**src/rtl/sfilt_pkg.sv**
```systemverilog
package sfilt_pkg;

  localparam int REG_W = 32;
  localparam int MID_W = 16;

  // Register byte offsets (word granular; bits 1:0 are ignored)
  localparam logic [5:0] OFF_STATUS = 6'h20;
  localparam logic [5:0] OFF_CLEAR  = 6'h24;
  localparam logic [5:0] OFF_ENABLE = 6'h28;
  localparam logic [5:0] OFF_INFO1  = 6'h2C;
  localparam logic [5:0] OFF_INFO2  = 6'h30;
  localparam logic [5:0] OFF_SET    = 6'h34;

  typedef struct packed {
    logic [13:0]      rsvd;
    logic             own_bit;
    logic             nonsec;
    logic [MID_W-1:0] master;
  } info2_t;

  function automatic logic [3:0] word_of(input logic [5:0] off);
    return off[5:2];
  endfunction

endpackage

```
**src/rtl/sfilt_lookup.sv**
```systemverilog
module sfilt_lookup #(
  parameter int ADDR_W    = 16,
  parameter int BLK_SHIFT = 8
) (
  input  logic [ADDR_W-1:0]             addr,
  input  logic                          attr_valid,
  input  logic                          nonsec,
  output logic [ADDR_W-BLK_SHIFT-6:0]   tbl_idx,
  input  logic [31:0]                   tbl_word,
  output logic                          eff_ns,
  output logic                          own_bit,
  output logic                          pass
);
  localparam int BLK_W = ADDR_W - BLK_SHIFT;

  logic [BLK_W-1:0] blk_num;
  logic [4:0]       bit_sel;

  generate
    if (BLK_SHIFT > 0) begin : g_low
      logic unused_low;
      assign unused_low = ^addr[BLK_SHIFT-1:0];
    end
  endgenerate

  assign blk_num = addr[ADDR_W-1:BLK_SHIFT];
  assign tbl_idx = blk_num[BLK_W-1:5];
  assign bit_sel = blk_num[4:0];
  assign own_bit = tbl_word[bit_sel];
  // Missing attribute counts as secure
  assign eff_ns  = attr_valid & nonsec;
  assign pass    = (own_bit == eff_ns);

endmodule

```
**src/rtl/sfilt_capture.sv**
```systemverilog
module sfilt_capture
  import sfilt_pkg::*;
(
  input  logic             clk,
  input  logic             rst_n,
  input  logic             viol,
  input  logic [REG_W-1:0] v_addr,
  input  info2_t           v_info,
  input  logic             clr_req,
  input  logic             set_req,
  input  logic             en_we,
  input  logic             en_wd,
  output logic             status_q,
  output logic             en_q,
  output logic [REG_W-1:0] info1_q,
  output info2_t           info2_q,
  output logic             irq
);
  logic take;

  // A capture is allowed when nothing is held, or when software is
  // releasing the held record on this very edge.
  assign take = viol & (~status_q | clr_req);

  always_ff @(posedge clk or negedge rst_n) begin
    if (!rst_n) begin
      status_q <= 1'b0;
      en_q     <= 1'b1;
      info1_q  <= '0;
      info2_q  <= '0;
    end else begin
      if (en_we) en_q <= en_wd;
      if (take) begin
        status_q <= 1'b1;
        info1_q  <= v_addr;
        info2_q  <= v_info;
      end else if (clr_req) begin
        status_q <= 1'b0;
      end else if (set_req) begin
        status_q <= 1'b1;
      end
    end
  end

  assign irq = status_q & en_q;

endmodule

```
**src/rtl/sfilt_regif.sv**
```systemverilog
module sfilt_regif
  import sfilt_pkg::*;
(
  input  logic             reg_sel,
  input  logic             reg_wr,
  input  logic [3:0]       reg_word,
  input  logic             wbit0,
  input  logic             status_q,
  input  logic             en_q,
  input  logic [REG_W-1:0] info1_q,
  input  info2_t           info2_q,
  output logic             clr_req,
  output logic             set_req,
  output logic             en_we,
  output logic             en_wd,
  output logic [REG_W-1:0] rdata
);
  logic wr_hit;

  assign wr_hit  = reg_sel & reg_wr;
  assign clr_req = wr_hit & (reg_word == word_of(OFF_CLEAR)) & wbit0;
  assign set_req = wr_hit & (reg_word == word_of(OFF_SET))   & wbit0;
  assign en_we   = wr_hit & (reg_word == word_of(OFF_ENABLE));
  assign en_wd   = wbit0;

  always_comb begin
    rdata = '0;
    if (reg_sel && !reg_wr) begin
      unique case (reg_word)
        word_of(OFF_STATUS): rdata = {{(REG_W-1){1'b0}}, status_q};
        word_of(OFF_ENABLE): rdata = {{(REG_W-1){1'b0}}, en_q};
        word_of(OFF_INFO1):  rdata = info1_q;
        word_of(OFF_INFO2):  rdata = info2_q;
        default:             rdata = '0;
      endcase
    end
  end

endmodule

```
**src/rtl/sec_filter.sv**
```systemverilog
module sec_filter
  import sfilt_pkg::*;
#(
  parameter int ADDR_W    = 16,
  parameter int DATA_W    = 32,
  parameter int BLK_SHIFT = 8
) (
  input  logic                        clk,
  input  logic                        rst_n,
  input  logic                        up_valid,
  output logic                        up_ready,
  input  logic                        up_write,
  input  logic [ADDR_W-1:0]           up_addr,
  input  logic [DATA_W-1:0]           up_wdata,
  input  logic                        up_attr_valid,
  input  logic                        up_nonsec,
  input  logic [MID_W-1:0]            up_master,
  output logic [DATA_W-1:0]           up_rdata,
  output logic                        up_err,
  output logic                        dn_valid,
  input  logic                        dn_ready,
  output logic                        dn_write,
  output logic [ADDR_W-1:0]           dn_addr,
  output logic [DATA_W-1:0]           dn_wdata,
  input  logic [DATA_W-1:0]           dn_rdata,
  output logic [ADDR_W-BLK_SHIFT-6:0] tbl_idx,
  input  logic [31:0]                 tbl_word,
  input  logic                        err_resp_en,
  input  logic                        reg_sel,
  input  logic                        reg_wr,
  input  logic [5:0]                  reg_addr,
  input  logic [REG_W-1:0]            reg_wdata,
  output logic [REG_W-1:0]            reg_rdata,
  output logic                        irq
);
  logic             eff_ns, own_bit, pass, viol;
  logic             clr_req, set_req, en_we, en_wd;
  logic             status_q, en_q;
  logic [REG_W-1:0] info1_q, addr_ext;
  info2_t           info2_q, cap_info;
  logic             unused_reg;

  assign unused_reg = ^{reg_addr[1:0], reg_wdata[REG_W-1:1]};

  sfilt_lookup #(.ADDR_W(ADDR_W), .BLK_SHIFT(BLK_SHIFT)) u_lookup (
    .addr       (up_addr),
    .attr_valid (up_attr_valid),
    .nonsec     (up_nonsec),
    .tbl_idx    (tbl_idx),
    .tbl_word   (tbl_word),
    .eff_ns     (eff_ns),
    .own_bit    (own_bit),
    .pass       (pass)
  );

  // Request path: forward on a match, absorb otherwise
  assign dn_valid = up_valid & pass;
  assign dn_write = up_write;
  assign dn_addr  = up_addr;
  assign dn_wdata = up_wdata;
  assign up_ready = pass ? dn_ready : 1'b1;
  assign up_rdata = pass ? dn_rdata : '0;
  assign up_err   = up_valid & ~pass & err_resp_en;
  assign viol     = up_valid & ~pass;

  generate
    if (ADDR_W < REG_W) begin : g_pad
      assign addr_ext = {{(REG_W-ADDR_W){1'b0}}, up_addr};
    end else begin : g_trim
      assign addr_ext = up_addr[REG_W-1:0];
    end
  endgenerate

  always_comb begin
    cap_info         = '0;
    cap_info.master  = up_master;
    cap_info.nonsec  = eff_ns;
    cap_info.own_bit = own_bit;
  end

  sfilt_regif u_regif (
    .reg_sel  (reg_sel),
    .reg_wr   (reg_wr),
    .reg_word (reg_addr[5:2]),
    .wbit0    (reg_wdata[0]),
    .status_q (status_q),
    .en_q     (en_q),
    .info1_q  (info1_q),
    .info2_q  (info2_q),
    .clr_req  (clr_req),
    .set_req  (set_req),
    .en_we    (en_we),
    .en_wd    (en_wd),
    .rdata    (reg_rdata)
  );

  sfilt_capture u_capture (
    .clk      (clk),
    .rst_n    (rst_n),
    .viol     (viol),
    .v_addr   (addr_ext),
    .v_info   (cap_info),
    .clr_req  (clr_req),
    .set_req  (set_req),
    .en_we    (en_we),
    .en_wd    (en_wd),
    .status_q (status_q),
    .en_q     (en_q),
    .info1_q  (info1_q),
    .info2_q  (info2_q),
    .irq      (irq)
  );

endmodule

```
**config.mk**
```make
export PLATFORM = sky130hd
export DESIGN_NAME = sec_filter
export DESIGN_NICKNAME = d
export VERILOG_FILES = /design/src/rtl/sfilt_pkg.sv /design/src/rtl/sfilt_lookup.sv /design/src/rtl/sfilt_capture.sv /design/src/rtl/sfilt_regif.sv /design/src/rtl/sec_filter.sv
export SDC_FILE = /design/constraint.sdc
export NUM_CORES = 1
export LEC_CHECK = 0
export BUFFER_PORTS_ARGS = -buffer_cell sky130_fd_sc_hd__buf_2
export CAP_MARGIN = 20
export CORE_AREA = 4 4 111 113
export CTS_CLUSTER_SIZE = 8
export DETAILED_ROUTE_END_ITERATION = 10
export DIE_AREA = 0 0 115 117
export GPL_TIMING_DRIVEN = 0
export MAX_ROUTING_LAYER = met4
export PLACE_DENSITY = 0.62
export SLEW_MARGIN = 20
export SYNTH_ARGS = -nofsm -noshare
export SYNTH_HDL_FRONTEND = slang
export SYNTH_SLANG_ARGS = --single-unit
```
**constraint.sdc**
```tcl
create_clock -name clk -period 2.8 [get_ports clk]
set_input_delay 0.56 -clock clk [delete_from_list [all_inputs] [get_ports clk]]
set_output_delay 0.56 -clock clk [all_outputs]
set_load 0.05 [all_outputs]
```
==> results.md <==
- Initial Utilization: 0.258
- Synth Area in Simple Gates: 0.157
- Critical Path AT: 2.32 ns
- Kind of start point of the critical path: input pin
- Largest net degree at the start of global routing: 37
- Yosys reg bits: 36
- Setup crit end kind: primary output
- Ports: 296
- PortBufs: 214
- Die ar.: 0.0135 mm2
- Die W: 115 um
- Compound-Gate Fraction of Synth Area: 0.0826
- Fmax: 347 MHz
- Clk buf depth: 2
- Final hold violation count: 0
- Slew headroom: 0.462
- Layout cell share with drive strength beyond 1: 0.728
- Post-CTS Hold Fix Bufs: 0
- Initial DRC count: 101
- Final worst-path cycle share: 1.03
- CTS clk-pin slew, worst paths: 0.06 ns
- Crit Path Category: in -> out
- Post-synth top cells: buf_4 (66), and2_1 (36), dfrtp_1 (35)
- Hold WC Path Type: in -> async
- Max Fanout on Critical Path: 6
- DRC Markers: 0
- P per Cell Area: 570 mW/mm2
- Ys async rst share: 1.00
- Leakage power: 2.69 nW
- Setup WS post-layout: -0.0834 ns
- Top post-synthesis cells by area: dfrtp_1 (30%), buf_4 (17%), mux2_4 (15%)
- Synth Area in Adders: 0
- Final min period: 2.88 ns
- Status: finished, violations left
- Area of the multi-input gates: 0.00163 mm2
- First-pass GRT wire length: 13900 um
- WL final: 9600 um
- Peak VDD IR: 308 uV
- RSZ-0062 raised after global routing: yes
- CORE AREA: 0.0113 mm2
- Number of CTS-inserted buffers: 5
- Number of synthesized flops with an enable pin: 0
- Post-synth top area share: 0.300
- Register Area: 902 um2
- Multiplexer share of the synthesized area: 0.242
- Placer Congestion: 0.756
- Vias: 2911
- Yosys cell types: 32
- Mean Syn Cell Area: 10.0 um2
- Synth warn: 0
- Worst path required time: 2.24 ns
- Worst r2r src: u_capture.status_q
- Total power draw: 0.00292 W
- Routed WL per cell: 14.0 um
- Die height: 117 um
- H-tree levels: 2
- Largest family of logic cells by synthesized area: multiplexers
- Max Cap Violations: 0
- Worst skew pair latency: 0.27 ns
- Clock sink count: 36
- Final setup TNS: -1.73 ns
- # nets final: 715
- Reg2reg setup slack: 0.95 ns
- Xor and xnor fraction of the mapped netlist area: 0.00556
- GRT Util Overall: 0.131
- Largest area contributor in the netlist: dfrtp_1
- Vias in the first global route: 2918
- P&R area growth vs syn: 75.1%
- Std cell rows: 39
- Fillers: 1050
- Via/cell ratio: 4.26
- Total grt overflow: 0
- DR pass1 iterations: 4
- Initial antenna violation count: 1
- R2R depth: 6
- Seq/Total Area, Yosys: 0.309
- Finish-stage setup viols: 33
- Post-synthesis cell count: 291
- Final Slew Violations: 0
- HPWL Detailed: 7530 um
- Root buf cell: clkbuf_16
- Ys flop type: dfrtp_1
- Worst-Margin Slew: 0.807 ns
- Post-synthesis cell area: 0.00292 mm2
- Clk_skew: 0.00848 ns
- Most common cell in the netlist: buf_4
- Reg2reg end: u_capture.info2_q[0]
- DRT antenna net count: 0
- CTS tree: built
- Failing checks: setup timing
routing by layer:
layer / routed length [um] / GRT usage
met1: 3620 / 0.151
met5: 0 / -
met2: 5040 / 0.239
met4: 97 / 0.0243
met3: 836 / 0.0242
cell families (layout without fill, tap and decap cells):
logic type | count (synthesis) | after routing
compound gates | 32 | 32
xor+xnor | 1 | 1
flops | 36 | 36
mux | 54 | 54
simple gates | 86 | 86
other cells | 1 | 15
buf+inv | 81 | 317
power by group:
part           internal (W)  leakage (nW)  switching, W
clock              0.000354        0.0701      0.000208
combinational      0.000778          2.18      0.000725
sequential         0.000731         0.435      0.000124
sequential cells by signal, summed over array words and instances, names as in the netlist:
name / cells
u_capture.info1_q: 16
u_capture.en_q: 1
u_capture.status_q: 1
u_capture.info2_q: 18
cell type report:
class	instances	area share
Sequential cell	36	0.176
Buffer	78	0.123
Clock inverter	1	0.00147
Timing Repair Buffer	229	0.317
Multi-Input combinational cell	187	0.318
Clock buffer	7	0.0279
Inverter	2	0.00147
Antenna cell	1	0.000489
Tap cell	143	0.0349
through the flow:
step / instances / util / setup WS (ns) / instance area [um2] / hold WS [ns]
2_1_floorplan: 304 / - / -0.169 / 3100 / 0.264
3_3_place_gp: 661 / 0.385 / -0.563 / 4350 / 0.493
3_5_place_dp: 661 / 0.385 / -0.591 / 4350 / 0.494
4_1_cts: 684 / 0.452 / -0.0910 / 5120 / 0.404
5_1_grt: 684 / 0.452 / -0.181 / 5120 / 0.459
6_report: 684 / 0.452 / -0.0834 / 5120 / 0.375
worst max-delay path by stage:
stage / startpoint / endpoint / slack [ns]
final: up_addr[8] / up_rdata[7] / -0.08
after global routing: up_addr[8] / up_rdata[22] / -0.18
after CTS: up_addr[10] / up_rdata[13] / -0.09
after detailed placement: up_addr[9] / up_rdata[13] / -0.59
after global placement: up_addr[9] / up_rdata[13] / -0.56
after floorplan: up_addr[9] / up_err / -0.17
placed cells by master (no fill, tap or decap), types with 14 or more instances in the layout:
master and instances:
buf_2 177, buf_4 71, buf_8 36, dfrtp_1 35, and2_4 33, mux2_4 30
nor2_1 18, a22oi_1 18, mux2i_1 17, conb_1 14
what timing repair did:
item / CTS / global route
setup endpoints to repair: 47 / 44
resized for setup: 134 / 6
gates cloned: 5 / 0
buffers inserted: 10 / 0
pin swaps: 34 / 0
worst max-delay path, cell delays in order:
cell,delay [ns]
buf_8,0.08
and2b_2,0.23
a22o_1,0.21
a2111oi_4,0.26
a211oi_4,0.10
buf_6,0.14
xnor2_4,0.15
buf_6,0.16
clkbuf_8,0.14
and2_4,0.14
buf_8,0.14
No activity file was read; power rests on OpenSTA's default activity.
